<file path="src/rtl/phsub_halve_unit.sv">
module phsub_halve_unit #(
  parameter int LANE_W = 16,
  parameter int LANES  = 2,
  parameter int IDX_W  = 5,
  parameter int XLEN   = 64
) (
  input  logic                      clk,
  input  logic                      rst_n,
  input  logic                      fmt_sel,
  input  logic                      dsp_enable,
  input  logic                      in_valid,
  output logic                      in_ready,
  input  logic [31:0]               instr,
  input  logic [LANE_W*LANES-1:0]   src_a,
  input  logic [LANE_W*LANES-1:0]   src_b,
  output logic                      out_valid,
  input  logic                      out_ready,
  output logic [IDX_W-1:0]          out_dst,
  output logic [XLEN-1:0]           out_value,
  output logic                      out_illegal,
  output logic                      out_disabled
);
  localparam int PACK_W = LANE_W * LANES;
  localparam int DIFF_W = LANE_W + 1;

  logic cmp_plain, cmp_round, std_plain, std_round;
  logic hit, rnd, accept;
  logic [PACK_W-1:0] lane_res, res_q;
  logic [IDX_W-1:0]  dst_q;

  assign cmp_plain = (instr[31:26] == 6'b000000) && (instr[10:0] == 11'b01001001101);
  assign cmp_round = (instr[31:26] == 6'b000000) && (instr[10:0] == 11'b11001001101);
  assign std_plain = (instr[31:26] == 6'b011111) && (instr[10:6] == 5'b01001) && (instr[5:0] == 6'b011000);
  assign std_round = (instr[31:26] == 6'b011111) && (instr[10:6] == 5'b01011) && (instr[5:0] == 6'b011000);

  assign hit = fmt_sel ? (std_plain | std_round) : (cmp_plain | cmp_round);
  assign rnd = fmt_sel ? std_round : cmp_round;

  for (genvar g = 0; g < LANES; g++) begin : g_lane
    logic [DIFF_W-1:0] diff;
    assign diff = {src_a[g*LANE_W+LANE_W-1], src_a[g*LANE_W +: LANE_W]}
                - {src_b[g*LANE_W+LANE_W-1], src_b[g*LANE_W +: LANE_W]}
                + DIFF_W'(rnd);
    assign lane_res[g*LANE_W +: LANE_W] = LANE_W'(diff >> 1);
  end

  assign in_ready = !(out_valid && !out_ready);
  assign accept   = in_valid && in_ready;

  always_ff @(posedge clk or negedge rst_n) begin
    if (!rst_n) begin
      out_valid    <= 1'b0;
      out_illegal  <= 1'b0;
      out_disabled <= 1'b0;
      res_q        <= '0;
      dst_q        <= '0;
    end else if (in_ready) begin
      out_valid    <= accept && hit && dsp_enable;
      out_illegal  <= accept && !hit;
      out_disabled <= accept && hit && !dsp_enable;
      if (accept) begin
        res_q <= lane_res;
        dst_q <= instr[15:11];
      end
    end
  end

  assign out_dst   = dst_q;
  assign out_value = {{(XLEN-PACK_W){res_q[PACK_W-1]}}, res_q};


  hold_stall_chk: assert property (@(posedge clk) disable iff (!rst_n)
    (out_valid && !out_ready) |=> (out_valid && $stable(out_value) && $stable(out_dst)));


  flag_excl_chk: assert property (@(posedge clk) disable iff (!rst_n)
    $onehot0({out_valid, out_illegal, out_disabled}));


  valid_src_chk: assert property (@(posedge clk) disable iff (!rst_n)
    $rose(out_valid) |-> $past(in_valid));


  illegal_src_chk: assert property (@(posedge clk) disable iff (!rst_n)
    out_illegal |-> $past(in_valid));


  disabled_src_chk: assert property (@(posedge clk) disable iff (!rst_n)
    out_disabled |-> ($past(in_valid) && !$past(dsp_enable)));
endmodule

</file>
<file path="config.mk">
export PLATFORM = sky130hd
export DESIGN_NAME = phsub_halve_unit
export DESIGN_NICKNAME = d
export VERILOG_FILES = /design/src/rtl/phsub_halve_unit.sv
export SDC_FILE = /design/constraint.sdc
export NUM_CORES = 1
export LEC_CHECK = 0
export ABC_CLOCK_PERIOD_IN_PS = 4550
export BUFFER_PORTS_ARGS = -buffer_cell sky130_fd_sc_hd__buf_2
export CORE_MARGIN = 1
export CORE_UTILIZATION = 32
export DETAILED_ROUTE_END_ITERATION = 8
export GPL_ROUTABILITY_DRIVEN = 1
export HOLD_SLACK_MARGIN = 0.02
export SLEW_MARGIN = 20
export SYNTH_ARGS = -nofsm -noshare
export SYNTH_HDL_FRONTEND = slang
export SYNTH_SLANG_ARGS = --single-unit
</file>
<file path="constraint.sdc">
create_clock -name clk -period 4.55 [get_ports clk]
set_input_delay 0.2275 -clock clk [delete_from_list [all_inputs] [get_ports clk]]
set_output_delay 0.2275 -clock clk [all_outputs]
set_load 0.02 [all_outputs]
</file>
Word-level counts from Yosys, hierarchy flattened
Index checks and enable logic that the tools add are counted.
{ "word_totals": {"ff_bits": 40, "in_bits": 102, "elab_cells": 38} }
{ "classes": {"add_sub_neg": 4, "n_eq_ne": 6, "n_mux": 2, "n_bitwise": 3, "n_reduce_logical": 18} }
{ "op_table": {"columns": ["op", "n"], "rows": [
  ["$add 17x1->17", 2],
  ["$sub 16x16->17", 2],
  ["$eq 6x5->1 const B", 2],
  ["$logic_and 1x1->1", 12],
  ["$eq 11x10->1 const B", 1],
  ["$eq 11x11->1 const B", 1],
  ["$eq 5x4->1 const B", 2],
  ["$logic_not 6->1", 1],
  ["$logic_not 1->1", 4],
  ["$mux 1", 2],
  ["$or 1x1->1", 2],
  ["$reduce_and 2->1", 1],
  ["$not 1->1", 1]
]} }

Longest topological paths before layout
{ "depth": {"ltp_word": 7, "depth_mapped": 13} }

Least setup slack after synthesis
OpenSTA, ideal clock, no wires.
{ "synth_timing": {"kind": "input-to-reg", "from": "input instr[26]", "to": "register res_q[27]", "t_arrival_ps": 2868, "setup_slack_ps": 1551, "path_stages": 13, "cell_sequence": "nor4_2 > nand4_1 > a21oi_1 > xnor2_1 > nand2b_1 > fa_1 > nor2b_1 > o21a_1 > o21ai_0 > a211o_1 > a21boi_0 > or3_1 > nand3_1"} }
{ "synth_via": {"elab_chain_len": 5, "word_cells_on_any_way": 7} }
{ "synth_rtl": {"columns": ["element", "line_no", "source"], "rows": [
  ["start, declared", "13", "input logic [31:0] instr,"],
  ["$eq 6x5->1", "34", "assign std_round = (instr[31:26] == 6'b011111) && (instr[10:6] == 5'b01011) && (instr[5:0] == 6'b011000);"],
  ["$logic_and 1x1->1 (2 in a row)", "34", null],
  ["$mux 1 (*)", "37", "assign rnd = fmt_sel ? std_round : cmp_round;"],
  ["$add 17x1->17 (*)", "43", "+ DIFF_W'(rnd);"],
  ["end signal, assigned", "62", "res_q <= lane_res;"],
  ["end, declared", "28", "logic [PACK_W-1:0] lane_res, res_q;"]
]} }
Mark *: on every way between the ends. The rest lies on a longest branch, timed or not.
A chain may end at the register's enable or synchronous reset.

Final worst setup path
{ "layout_timing": {"from": "input instr[26]", "to": "register res_q[15]"} }
Same word-level chain as after synthesis.

==> impl_metrics.env <==
export IMPL_status="completed"
export IMPL_cp_max_fo=6
export IMPL_rsz0062_at_grt="false"
export IMPL_syn_mean_instance_area_sq_um=8.31
export IMPL_hpwl_mm=7.37
export IMPL_core_sq_um=12000
export IMPL_maxSlewViolCount=0
export IMPL_cts_tree="yes"
export IMPL_layout_drive_gt1_share_pct=29.8
export IMPL_root_buffer="clkbuf_16"
export IMPL_slew_headroom_pct=33.6
export IMPL_fin_skew_ns=0.00677
export IMPL_cellLeakagePower_nw=2.57
export IMPL_drc_errors=0
export IMPL_grt_pass1_vias=3463
export IMPL_diodes=0
export IMPL_finalPower_w=0.00152
export IMPL_layout_commonest_cell="buf_2"
export IMPL_startpoint_type="primary input"
export IMPL_drt_iter0_markers=102
export IMPL_wl_per_cell_um=12.2
export IMPL_die_h_um=113
export IMPL_cp_arrival_ns=3.66
export IMPL_cts_made_buffers=5
export IMPL_fin_hold_ws_ns=0.135
export IMPL_grt_usage_pct=14.6
export IMPL_fin_ws_ns=1.08
export IMPL_netlist_instances=471
export IMPL_cp_data_required_time_ns=4.74
export IMPL_synth_seq_cells=40
export IMPL_h_tree_depth=2
export IMPL_clk_pin_slew_worst_paths_ns=0.06
export IMPL_critical_path_class="in2reg"
export IMPL_boundaryPins=175
export IMPL_syn_area_sq_um=3920
export IMPL_finalHoldViolations=0
export IMPL_tightest_slew_ns=0.996
export IMPL_grt_use_met3_pct=4.16
export IMPL_die_area_sq_um=12700
export IMPL_initial_core_util_pct=32.7
export IMPL_ctsResizeCount=0
export IMPL_clock_path_buffers=2
export IMPL_gr_max_usage_layer="met2"
export IMPL_die_w_um=113
export IMPL_preCtsSetupSlack_ns=0.780
export IMPL_ant_nets=0
export IMPL_min_path_type="in2reg"
export IMPL_routed_via_density=4.99
export IMPL_clock_sinks=40
export IMPL_use_met1_pct=17.3
export IMPL_drv_cap=0
export IMPL_row_count=40
export IMPL_drtPass1Iterations=4
export IMPL_async_reset_ff_share_pct=100
export IMPL_grt_max_degree=41
export IMPL_vdd_drop_max_uv=153
export IMPL_final_cell_mix="buf_2 (164), ha_1 (60), nand2_1 (55)"
export IMPL_area_growth_pct=22.7
export IMPL_grt_pass1_wl_mm=15.1
export IMPL_wirelength_mm=9.11
export IMPL_antenna_found_initial=0
export IMPL_fin_crit_sh_pct=76.3
export IMPL_yosysSeqAreaShare_pct=25.6
export IMPL_fin_setup_tns_ns=0
export IMPL_overflow=0
export IMPL_syn_nets=635
export IMPL_gp_congestion=0.810
export IMPL_clock_fmax_ghz=0.288
export IMPL_ys_warn_count=0
export IMPL_period_needed_ns=3.47
export IMPL_nets=764
export IMPL_io_buffers=164
export IMPL_synth_edf_count=0
export IMPL_met2_usage_pct=26.2
export IMPL_yosys_most_used_dff="dfrtp_1"
export IMPL_setup_worst_path_end_class="flip-flop"
export IMPL_setup_viol=0
export IMPL_clk_latency_ns=0.28
export IMPL_power_density_nw_per_um2=315
export IMPL_num_vias=3731
export IMPL_synth_cell_type_count=51
[path summary, 6_finish.rpt]
| path | startpoint | endpoint | slack, ns | depth (start not counted) |
|---|---|---|---|---|
| max | instr[26] | res_q[15] | 1.08 | 14 |
| min | instr[13] | out_dst[2] | 0.13 | 3 |
| max reg2reg | out_valid | res_q[29] | 2.53 | 5 |
| min reg2reg | out_dst[4] | out_dst[4] | 0.47 | 2 |
| max in group asynchronous | rst_n | res_q[20] | 3.66 | 3 |
| min in group asynchronous | rst_n | res_q[15] | 0.40 | 2 |
[cell families (layout without fill, tap and decap cells)]
group           count (synthesis)  after routing  share of synthesized area, %
xor+xnor                       21             21                          4.70
compound gates                123            123                          20.5
fa+ha+maj                      62             62                          20.2
simple gates                  134            134                          16.7
flops                          40             40                          25.6
buf+inv                        88            217                          11.5
mux                             3              3                         0.863
[flip-flops by register name, indices dropped and copies added, names as in the netlist]
signal        cells
out_valid         1
res_q            32
out_dst           5
out_disabled      1
out_illegal       1
[per-layer routing]
metal / wire length [um] / part of all wire, %
met4: 61 / 0.67
met2: 4180 / 46
met1: 4130 / 45
met5: 0 / 0
met3: 741 / 8.1
[worst max-delay path: stages]
cell      delay, ns
buf_2          0.11
nor4_2         0.30
nand4_1        0.16
a21oi_1        0.51
xnor2_1        0.12
nand2_1        0.10
fa_1           0.20
nor2b_1        0.06
o31a_1         0.28
o311ai_0       0.57
o21ai_0        0.36
a211oi_1       0.36
nor3_1         0.10
a311oi_1       0.20
[final cells by class]
class | count | area (sq um)
clock buffer | 6 | 129
fill | 1226 | 7160
inverter | 43 | 161
clock inverter | 1 | 5.00
sequential | 40 | 1000
multi-input combinational | 343 | 2470
tap | 147 | 184
timing repair buffer | 167 | 858
[where the power goes]
group	total, W	internal, W	switching, W
clock	0.000339	0.000200	0.000140
combinational	0.000704	0.000274	0.000430
sequential	0.000472	0.000426	0.0000462
total	0.00152	0.000900	0.000616
[metrics by stage]
| stage | util, % | cells | area (sq um) |
|---|---|---|---|
| floorplan | - | 471 | 3920 |
| global placement | 38.8 | 738 | 4640 |
| detailed placement | 38.8 | 738 | 4640 |
| CTS | 39.9 | 745 | 4780 |
| global route | 40.2 | 747 | 4810 |
| finish | 40.2 | 747 | 4810 |
[cells in the mapped netlist, types with 6 or more instances]
| library cell | number | share of area, % |
|---|---|---|
| nand2_1 | 56 | 5.4 |
| clkbuf_1 | 10 | 0.96 |
| o31ai_1 | 6 | 1.2 |
| nand2b_1 | 10 | 1.6 |
| inv_1 | 43 | 4.1 |
| ha_1 | 60 | 19 |
| dfrtp_1 | 40 | 26 |
| a31oi_1 | 6 | 0.96 |
| xnor2_1 | 11 | 2.5 |
| nand3_1 | 17 | 2.2 |
| xor2_1 | 10 | 2.2 |
| buf_4 | 32 | 6.1 |
| a21oi_1 | 24 | 3.1 |
| o21ai_0 | 33 | 4.2 |
| a21o_1 | 13 | 2.5 |
| nor2_1 | 22 | 2.1 |
| a211oi_1 | 6 | 1.2 |
[repair_timing]
item	in CTS	in global routing
setup buffers	0	0
endpoints found under the hold margin	0	15
hold buffers	0	1
No activity file was read; power rests on OpenSTA's default activity.
